**config.mk**
```make
export PLATFORM = sky130hd
export DESIGN_NAME = trace_merge
export DESIGN_NICKNAME = d
export VERILOG_FILES = /design/src/rtl/tm_pkg.sv /design/src/rtl/tm_regs.sv /design/src/rtl/tm_arb.sv /design/src/rtl/tm_path.sv /design/src/rtl/trace_merge.sv
export SDC_FILE = /design/constraint.sdc
export NUM_CORES = 1
export LEC_CHECK = 0
export ABC_AREA = 1
export BUFFER_PORTS_ARGS = -buffer_cell sky130_fd_sc_hd__buf_4
export CORE_ASPECT_RATIO = 1.25
export CORE_MARGIN = 2
export CORE_UTILIZATION = 47
export DETAILED_ROUTE_END_ITERATION = 7
export GPL_TIMING_DRIVEN = 0
export PLACE_DENSITY = 0.83
export SLEW_MARGIN = 20
export SYNTH_ARGS = -nofsm -noshare
export SYNTH_HDL_FRONTEND = slang
export SYNTH_SLANG_ARGS = --single-unit
```
**constraint.sdc**
```tcl
create_clock -name clk -period 4.6 [get_ports clk]
set_clock_uncertainty 0.15 [all_clocks]
set_input_delay 1.38 -clock clk [delete_from_list [all_inputs] [get_ports clk]]
set_output_delay 1.38 -clock clk [all_outputs]
set_load 0.05 [all_outputs]
```
**src/rtl/tm_pkg.sv**
```systemverilog
package tm_pkg;
  parameter int unsigned TM_ID_W = 3;

  // Strobes from the arbiter to the datapath
  typedef struct packed {
    logic               selValid;
    logic [TM_ID_W-1:0] selIdx;
  } tm_sel_t;
endpackage

```
**src/rtl/tm_regs.sv**
```systemverilog
module tm_regs #(
  parameter int unsigned NUM_PORTS = 8,
  parameter int unsigned HOLD_W    = 4,
  parameter int unsigned ADDR_W    = 12,
  parameter int unsigned REG_W     = 32,
  parameter logic [ADDR_W-1:0] CTRL_ADDR = 12'h000,
  parameter logic [ADDR_W-1:0] LOCK_ADDR = 12'hFB0,
  parameter logic [REG_W-1:0]  KEY      = 32'hC5ACCE55,
  parameter logic [HOLD_W-1:0] HOLD_RST = 4'h3
) (
  input  logic                 clk,
  input  logic                 rstN,
  input  logic                 regWrEn,
  input  logic [ADDR_W-1:0]    regAddr,
  input  logic [REG_W-1:0]     regWrData,
  output logic [REG_W-1:0]     regRdData,
  output logic [NUM_PORTS-1:0] ctrlMask,
  output logic [HOLD_W-1:0]    ctrlHold,
  output logic [REG_W-1:0]     ctrlWord,
  output logic                 locked
);
  localparam int unsigned HOLD_LSB = 8;

  logic ctrlWrite;
  logic lockWrite;

  assign ctrlWrite = regWrEn && (regAddr == CTRL_ADDR) && !locked;
  assign lockWrite = regWrEn && (regAddr == LOCK_ADDR);

  always_ff @(posedge clk) begin
    if (!rstN) begin
      locked   <= 1'b1;
      ctrlMask <= '0;
      ctrlHold <= HOLD_RST;
    end else begin
      if (lockWrite) locked <= (regWrData != KEY);
      if (ctrlWrite) begin
        ctrlMask <= regWrData[NUM_PORTS-1:0];
        ctrlHold <= regWrData[HOLD_LSB +: HOLD_W];
      end
    end
  end

  always_comb begin
    ctrlWord = '0;
    ctrlWord[NUM_PORTS-1:0]       = ctrlMask;
    ctrlWord[HOLD_LSB +: HOLD_W]  = ctrlHold;
  end

  assign regRdData = (regAddr == CTRL_ADDR) ? ctrlWord : '0;
endmodule

```
**src/rtl/tm_arb.sv**
```systemverilog
module tm_arb
  import tm_pkg::*;
#(
  parameter int unsigned NUM_PORTS = 8,
  parameter int unsigned HOLD_W    = 4
) (
  input  logic                 clk,
  input  logic                 rstN,
  input  logic [NUM_PORTS-1:0] eligible,
  input  logic [HOLD_W-1:0]    holdField,
  input  logic                 fire,
  output tm_sel_t              sel
);
  localparam int unsigned ID_W  = TM_ID_W;
  localparam int unsigned CNT_W = HOLD_W + 1;

  logic [ID_W-1:0]  curIdx;
  logic             active;
  logic [CNT_W-1:0] beatCnt;
  logic             keep;
  logic [ID_W-1:0]  nextIdx;
  logic             anyElig;
  logic [ID_W-1:0]  pick;
  logic [CNT_W-1:0] newCnt;
  logic             holdDone;

  // Search upward from the last granted index, wrapping
  always_comb begin
    logic found;
    found   = 1'b0;
    nextIdx = curIdx;
    for (int unsigned k = 1; k <= NUM_PORTS; k++) begin
      int unsigned idx;
      idx = (int'(curIdx) + k) % NUM_PORTS;
      if (!found && eligible[idx]) begin
        found   = 1'b1;
        nextIdx = ID_W'(idx);
      end
    end
  end

  assign anyElig  = |eligible;
  assign keep     = active && eligible[curIdx];
  assign pick     = keep ? curIdx : nextIdx;
  assign newCnt   = (keep ? beatCnt : '0) + 1'b1;
  assign holdDone = (newCnt == ({1'b0, holdField} + 1'b1));

  assign sel.selValid = keep || anyElig;
  assign sel.selIdx   = pick;

  always_ff @(posedge clk) begin
    if (!rstN) begin
      curIdx  <= ID_W'(NUM_PORTS - 1);
      active  <= 1'b0;
      beatCnt <= '0;
    end else if (fire) begin
      curIdx <= pick;
      if (holdDone) begin
        active  <= 1'b0;
        beatCnt <= '0;
      end else begin
        active  <= 1'b1;
        beatCnt <= newCnt;
      end
    end else if (sel.selValid) begin
      curIdx <= pick;
      active <= 1'b1;
      if (!keep) beatCnt <= '0;
    end else begin
      active  <= 1'b0;
      beatCnt <= '0;
    end
  end
endmodule

```
**src/rtl/tm_path.sv**
```systemverilog
module tm_path
  import tm_pkg::*;
#(
  parameter int unsigned NUM_PORTS = 8,
  parameter int unsigned DATA_W    = 8
) (
  input  tm_sel_t                     sel,
  input  logic [NUM_PORTS*DATA_W-1:0] inData,
  input  logic                        outReady,
  output logic [NUM_PORTS-1:0]        inReady,
  output logic                        outValid,
  output logic [DATA_W-1:0]           outData,
  output logic [TM_ID_W-1:0]          outSrc,
  output logic                        fire
);
  genvar g;
  generate
    for (g = 0; g < NUM_PORTS; g++) begin : g_ready
      assign inReady[g] = sel.selValid && outReady && (sel.selIdx == TM_ID_W'(g));
    end
  endgenerate

  assign outValid = sel.selValid;
  assign outSrc   = sel.selIdx;
  assign outData  = inData[sel.selIdx*DATA_W +: DATA_W];
  assign fire     = sel.selValid && outReady;
endmodule

```
**src/rtl/trace_merge.sv**
```systemverilog
module trace_merge
  import tm_pkg::*;
#(
  parameter int unsigned NUM_PORTS = 8,
  parameter int unsigned DATA_W    = 8,
  parameter int unsigned HOLD_W    = 4,
  parameter int unsigned ADDR_W    = 12,
  parameter int unsigned REG_W     = 32,
  parameter int unsigned ID_W      = TM_ID_W
) (
  input  logic                        clk,
  input  logic                        rstN,
  input  logic [NUM_PORTS-1:0]        inValid,
  input  logic [NUM_PORTS*DATA_W-1:0] inData,
  output logic [NUM_PORTS-1:0]        inReady,
  output logic                        outValid,
  output logic [DATA_W-1:0]           outData,
  output logic [ID_W-1:0]             outSrc,
  input  logic                        outReady,
  input  logic                        regWrEn,
  input  logic [ADDR_W-1:0]           regAddr,
  input  logic [REG_W-1:0]            regWrData,
  output logic [REG_W-1:0]            regRdData
);
  logic [NUM_PORTS-1:0] ctrlMask;
  logic [HOLD_W-1:0]    ctrlHold;
  logic [REG_W-1:0]     ctrlWord;
  logic                 locked;
  logic                 fire;
  tm_sel_t              sel;

  tm_regs #(.NUM_PORTS(NUM_PORTS), .HOLD_W(HOLD_W), .ADDR_W(ADDR_W), .REG_W(REG_W)) u_regs (
    .clk(clk), .rstN(rstN), .regWrEn(regWrEn), .regAddr(regAddr),
    .regWrData(regWrData), .regRdData(regRdData), .ctrlMask(ctrlMask),
    .ctrlHold(ctrlHold), .ctrlWord(ctrlWord), .locked(locked)
  );

  tm_arb #(.NUM_PORTS(NUM_PORTS), .HOLD_W(HOLD_W)) u_arb (
    .clk(clk), .rstN(rstN), .eligible(inValid & ctrlMask),
    .holdField(ctrlHold), .fire(fire), .sel(sel)
  );

  tm_path #(.NUM_PORTS(NUM_PORTS), .DATA_W(DATA_W)) u_path (
    .sel(sel), .inData(inData), .outReady(outReady), .inReady(inReady),
    .outValid(outValid), .outData(outData), .outSrc(outSrc), .fire(fire)
  );
endmodule

```
# Word level (Yosys, flattened, before mapping)
# Index checks and enable logic that the tools add are counted.
[classes] order_cmp=9 n_bitwise=1 div_mod_pow=0 n_reduce_logical=33 mux=44 n_eq_ne=10 multipliers=0 shifts=1 n_addsub=10
[ops] cell="64-bit by 7-bit variable part select with 8-bit output" count=1
[ops] cell="3-bit by 4-bit less-than comparator with 1-bit output, second input constant" count=9
[ops] cell="3-bit two-way mux" count=11
[ops] cell="32-bit inequality test, second input constant" count=1
[ops] cell="1-bit binary-select mux with 3-bit select" count=9
[ops] cell="1-bit logical AND" count=20
[ops] cell="5-bit two-way mux" count=4
[ops] cell="1-bit two-way mux" count=19
[ops] cell="3-bit adder, second input constant" count=4
[ops] cell="12-bit equality test, second input constant" count=1
[ops] cell="3-bit equality test, second input constant" count=4
[ops] cell="12-bit zero test" count=1
[ops] cell="12-bit two-way mux" count=1
[ops] cell="8-bit AND" count=1
[ops] cell="1-bit zero test" count=8
[ops] cell="8-bit OR reduction" count=1
[ops] cell="3-bit by 1-bit adder with 3-bit output, second input constant" count=2
[ops] cell="3-bit by 2-bit adder with 3-bit output, second input constant" count=2
[ops] cell="3-bit by 2-bit equality test with 1-bit output, second input constant" count=2
[ops] cell="4-bit by 1-bit adder with 5-bit output, second input constant" count=1
[ops] cell="5-bit by 1-bit adder with 5-bit output, second input constant" count=1
[ops] cell="5-bit equality test" count=1
[ops] cell="3-bit by 1-bit equality test with 1-bit output, second input constant" count=1
[ops] cell="3-bit zero test" count=1
[ops] cell="2 further kinds" count=2
[word_totals] romBits=0 mem_count=0 ramBits=0 latch_bits=0 ff_bits=22 wordCells=114

# Longest topological paths before layout
[logic_depth] depth_word=28 mapped_depth=24 ltp_nobuf=21

# Modules after synthesis
# Synthesis repeated with hierarchy kept, for this count alone.
[hier_totals] hier_cells=697 hier_area_um2=3626.0
[by_module_without_submodules] mod="tm_arb" area_per_inst_um2=1366.3 cells_each=244 n_inst=1
[by_module_without_submodules] mod="tm_regs" area_per_inst_um2=1358.8 cells_each=235 n_inst=1
[by_module_without_submodules] mod="tm_path" area_per_inst_um2=840.8 cells_each=202 n_inst=1
[by_module_without_submodules] mod="trace_merge" area_per_inst_um2=60.1 cells_each=16 n_inst=1

# Worst setup path after synthesis
# Ideal clock, no wire load.
[synth_path] path_kind="input to output" start="in inValid[7]" end="out inReady[1]" path_buffers=1 required_time_ns=3.070 path_slack_ns=-0.849 path_stages=14 t_arrival_ns=3.919 cell_sequence="nand3_1 nand2_1 nand2_1 nand2_1 o21ai_2 inv_2 nor2_8 nand4_4 nand2_1 nand3_2 nand2_1 buf_4 nand2_1 nor3_1"
[synth_between] elab_chain_cells=28
[synth_lines] item="from (decl)" line_no="trace_merge.sv:13" source="input logic [NUM_PORTS-1:0] inValid,"
[synth_lines] item="8-bit AND (*)" line_no="trace_merge.sv:39" source=".clk(clk), .rstN(rstN), .eligible(inValid & ctrlMask),"
[synth_lines] item="1-bit binary-select mux with 3-bit select" line_no="tm_arb.sv:35" source="if (!found && eligible[idx]) begin"
[synth_lines] item="1-bit two-way mux (not written as such)" line_no="tm_arb.sv:35"
[synth_lines] item="1-bit two-way mux" line_no="tm_arb.sv:35"
[synth_lines] item="1-bit zero test" line_no="tm_arb.sv:35"
[synth_lines] item="1-bit logical AND" line_no="tm_arb.sv:35"
[synth_lines] item="1-bit two-way mux" line_no="tm_arb.sv:35"
[synth_lines] item="1-bit zero test" line_no="tm_arb.sv:35"
[synth_lines] item="[... 13 more ...]"
[synth_lines] item="1-bit two-way mux" line_no="tm_arb.sv:35"
[synth_lines] item="1-bit zero test" line_no="tm_arb.sv:35"
[synth_lines] item="1-bit logical AND" line_no="tm_arb.sv:35"
[synth_lines] item="3-bit two-way mux" line_no="tm_arb.sv:35"
[synth_lines] item="3-bit two-way mux (*)" line_no="tm_arb.sv:44" source="assign pick = keep ? curIdx : nextIdx;"
[synth_lines] item="net outSrc[0]" line_no="trace_merge.sv:18" source="output logic [ID_W-1:0] outSrc,"
[synth_lines] item="3-bit by 1-bit equality test with 1-bit output (*)" line_no="tm_path.sv:19" source="assign inReady[g] = sel.selValid && outReady && (sel.selIdx == TM_ID_W'(g));"
[synth_lines] item="1-bit logical AND (*)" line_no="tm_path.sv:19"
[synth_lines] item="to (decl)" line_no="trace_merge.sv:15" source="output logic [NUM_PORTS-1:0] inReady,"
# Mark *: on every way through the listed nets, which the timed path passes. The rest lies on a longest branch. The select of a mux whose other input is x is not followed.

# Worst setup path after layout
[layout_path] start="in inValid[7]" end="out outData[6]"
[layout_between] elab_chain_cells=27
[layout_lines] item="8-bit AND (*)" line_no="trace_merge.sv:39"
[layout_lines] item="1-bit binary-select mux with 3-bit select" line_no="tm_arb.sv:35"
[layout_lines] item="1-bit two-way mux (not written as such)" line_no="tm_arb.sv:35"
[layout_lines] item="1-bit two-way mux" line_no="tm_arb.sv:35"
[layout_lines] item="1-bit zero test" line_no="tm_arb.sv:35"
[layout_lines] item="1-bit logical AND" line_no="tm_arb.sv:35"
[layout_lines] item="1-bit two-way mux" line_no="tm_arb.sv:35"
[layout_lines] item="1-bit zero test" line_no="tm_arb.sv:35"
[layout_lines] item="[... 11 more ...]"
[layout_lines] item="1-bit zero test" line_no="tm_arb.sv:35"
[layout_lines] item="1-bit logical AND" line_no="tm_arb.sv:35"
[layout_lines] item="1-bit two-way mux" line_no="tm_arb.sv:35"
[layout_lines] item="1-bit zero test" line_no="tm_arb.sv:35"
[layout_lines] item="1-bit logical AND" line_no="tm_arb.sv:35"
[layout_lines] item="3-bit two-way mux" line_no="tm_arb.sv:35"
[layout_lines] item="3-bit two-way mux (*)" line_no="tm_arb.sv:44"
[layout_lines] item="64-bit by 7-bit variable part select with 8-bit output (*)" line_no="tm_path.sv:25" source="assign outData = inData[sel.selIdx*DATA_W +: DATA_W];"
[layout_lines] item="to (decl)" line_no="trace_merge.sv:17" source="output logic [DATA_W-1:0] outData,"
# Mark *: on every way between the ends. The rest lies on a longest branch, timed or not. The select of a mux whose other input is x is not followed.

==> results.json <==
{
  "outcome": "complete, but fails checks",
  "violations": "setup timing",
  "hold_viol": 0,
  "drv_cap": 0,
  "grt_max_degree": 13,
  "crit_family": "simple AND/OR/NAND/NOR gates",
  "crit_path_end": "outData[6]",
  "rrSetupSlack_ns": 1.45,
  "design_area_um2": 5710,
  "slowest_delay_ns": 0.21,
  "synth_edf_count": 0,
  "die_area_um2": 7800,
  "rows": 34,
  "cts_tree": "done",
  "r2r_cells": 22,
  "drt-total-wl_um": 12700,
  "synthAdderAreaFrac_pct": 1.50,
  "period_minus_slack_ns": 5.05,
  "worstPathRequired_ns": 3.07,
  "via_per_inst": 5.36,
  "slowest_stage": "o21ai_4",
  "synth_area_per_cell_um2": 5.55,
  "grt_pass1_vias": 4547,
  "placedInstanceArea_um2": 4910,
  "period_share_pct": 110,
  "start_util_pct": 48.2,
  "hold_buffers": 0,
  "rsz0062_at_grt": "true",
  "fmax_ghz": 0.198,
  "yosys_most_used_dff": "dfxtp_1",
  "path_max_fanout": 6,
  "synth-simple-area-share_pct": 59.9,
  "drv_slew": 0,
  "cts_buffers": 3,
  "fp.dieW_um": 79.4,
  "grtUsageMet3_pct": 3.60,
  "coreArea_um2": 6930,
  "antenna_found_initial": 0,
  "crit_path_start_kind": "input port",
  "syn_to_final_growth_pct": 70.9,
  "drt_first_pass_iters": 5,
  "fin_ws_ns": -0.449,
  "cp.depth": 20,
  "path_clk_slew_ns": 0.08,
  "synth_mux_area_share_pct": 0,
  "arrival_ns": 3.52,
  "cpMostUsedCell": "nand2_2",
  "syn_area_um2": 3340,
  "synth_compound_area_share_pct": 6.97,
  "portBuffers": 150,
  "wire_per_inst_um": 14.2,
  "cp-end-kind": "primary output",
  "layout-drive-gt1-share_pct": 43.1,
  "drt-initial-drc-count": 304,
  "root_buffer": "clkbuf_8",
  "ys_types": 42,
  "clock_sinks": 22,
  "nets": 926,
  "ctsHtreeMaxLevel": 1,
  "clk_latency_ns": 0.27,
  "crit_type": "input port to primary output",
  "grt_pass1_wl_um": 19800,
  "ys_ff_latch": 22,
  "ys_seq_area_share_pct": 13.2,
  "rr_startpoint": "u_arb.curIdx[0]",
  "grt_util_met2_pct": 57.5,
  "overflow": 0,
  "place_hpwl_um": 9180,
  "antenna_left": 0,
  "grt_busiest_layer": "met2",
  "clk_path_buf_depth": 2,
  "antenna_cells": 0,
  "path_buf_inv": 4,
  "synthCells": 602,
  "die_y_um": 98.2,
  "synthArstFlopShare_pct": 0,
  "pin_count": 172,
  "hold_path.class": "register to register",
  "grt_usage_pct": 30.8,
  "setup_violations": 19,
  "drc_errors": 0,
  "place.gp.congestion": 0.969,
  "reg2reg_to": "u_arb.beatCnt[4]",
  "synth_top_family_by_area": "simple AND/OR/NAND/NOR gates",
  "num_vias": 4774,
  "critPathLaunch": "inValid[7]",
  "yosys_warnings": 0,
  "synth-xor-area-share_pct": 2.59,
  "grtUsageMet1_pct": 34.9,
  "worstPathCellList": "buf_8 > nand3_2 > nand2_2 > nand2_2 > nand2_4 > o21ai_4 > inv_2 > nor2_8 > nand4_4 > nand2_2 > nand3_4 > nand2_8 > buf_16 > nand2_2 > nand2_1 > nand2_1 > nand2_1 > nand2_2 > nand2_4 > buf_8"
}
## Yosys cell counts, types with 4 or more instances
library cell  number  area [µm²]
a21oi_1           18        90.1
buf_2              6        30.0
buf_4             22         165
buf_6              6        67.6
clkbuf_1           9        33.8
dfxtp_1           22         440
ha_1               4        50.1
inv_1             44         165
inv_2              8        30.0
nand2_1          233         875
nand2_2            9        56.3
nand3_1          114         571
nand3_2           12         120
nand3b_1           4        30.0
nand4_1            9        56.3
nor2_1            27         101
nor3_1             6        30.0
nor4_1             4        25.0
o21ai_0           11        55.1
## cells in the final DEF (no fill, tap or decap), types with 3 or more instances in the layout
cell	netlist	layout
nand3b_1	4	4
clkbuf_8	0	4
nor4_1	4	4
nand2_8	0	6
nand4_1	9	9
nand3_4	1	4
inv_1	44	42
buf_8	1	14
nand3_1	114	92
dfxtp_1	22	22
a21oi_1	18	18
nor2_4	1	6
nor2_1	27	23
nand2_2	9	35
buf_6	6	22
clkbuf_2	0	4
clkbuf_1	9	4
inv_2	8	8
xor2_1	3	3
nand2_4	1	15
o21ai_0	11	11
nor3_1	6	3
ha_1	4	3
nor3_4	0	4
nand2_1	233	187
nand3_2	12	31
buf_4	22	167
conb_1	1	20
o211ai_1	3	3
buf_12	0	4
## metal layers
metal	vias to the layer above	wire length (µm)
met5	-	0
met4	0	411
met3	44	897
met2	250	6710
met1	2155	4640
li1	2325	-
## metrics by stage
stage / cells / hold slack [ns] / util (%) / setup TNS [ns] / worst slack (ns)
floorplan: 621 / 0.319 / - / -1.28 / -0.194
global placement: 861 / 0.337 / 70.8 / -8.47 / -0.575
detailed placement: 861 / 0.350 / 70.8 / -8.96 / -0.583
CTS: 885 / 0.365 / 79.8 / -5.36 / -0.362
global route: 891 / 0.375 / 82.3 / -9.19 / -0.584
finish: 891 / 0.364 / 82.3 / -6.76 / -0.449
## final cells by class
type                    instances  area, µm²
repair buffers                176       1540
flip-flops and latches         22        440
clock buffers                   4       55.1
multi-input cells             499       2940
well taps                      90        113
plain buffers                  45        384
fillers                       459       1230
inverters                      55        233
## how the worst min path moves through the flow
stage | depth (start not counted) | startpoint | endpoint | slack [ns]
after floorplan | 2 | u_regs.locked | u_regs.locked | 0.32
after global placement | 2 | u_regs.locked | u_regs.locked | 0.34
after detailed placement | 2 | u_regs.ctrlMask[1] | u_regs.ctrlMask[1] | 0.35
after CTS | 2 | u_regs.locked | u_regs.locked | 0.36
after global routing | 2 | u_regs.locked | u_regs.locked | 0.38
final | 2 | u_regs.locked | u_regs.locked | 0.36
## logic make-up after synthesis
group / count (synthesis)
and+or+nand+nor: 429
buffers and inverters: 100
AOI/OAI and AO/OA: 40
DFF: 22
xor gates and xnor gates: 6
adders and majority gates: 4
other: 1
## state kept, by name, indices dropped and copies added (netlist names)
signal	flops
u_regs.locked	1
u_regs.ctrlMask	8
u_arb.beatCnt	5
u_arb.curIdx	3
u_arb.active	1
u_regs.ctrlHold	4
## worst reg2reg max path, cell delays in order (launching register included)
cell and delay (ns):
dfxtp_1 0.33, buf_6 0.14, inv_4 0.12, buf_6 0.19, nand3_2 0.09, nand2_1 0.07
nand2_1 0.07, nand2_1 0.09, nand2_1 0.09, o21ai_2 0.09, nand2_2 0.17, nor2_1 0.27
ha_1 0.21, inv_1 0.05, nor2_1 0.20, nand3_1 0.13, nand2_1 0.11, nand2_1 0.05
nand2_1 0.05, inv_1 0.03, nand2_1 0.14, nand3_1 0.10, a21oi_1 0.14
## what timing repair did
| item | CTS | global route |
|---|---|---|
| pin swaps | 10 | 19 |
| setup buffers | 18 | 5 |
| cloned | 2 | 1 |
| hold endpoints to repair | 0 | 0 |
| gates resized for setup | 97 | 32 |
| setup endpoints to repair | 19 | 29 |
Power is left out: the tool's default activity adds up to more than one toggle a clock period on the data nets, which glitch-free logic cannot reach.
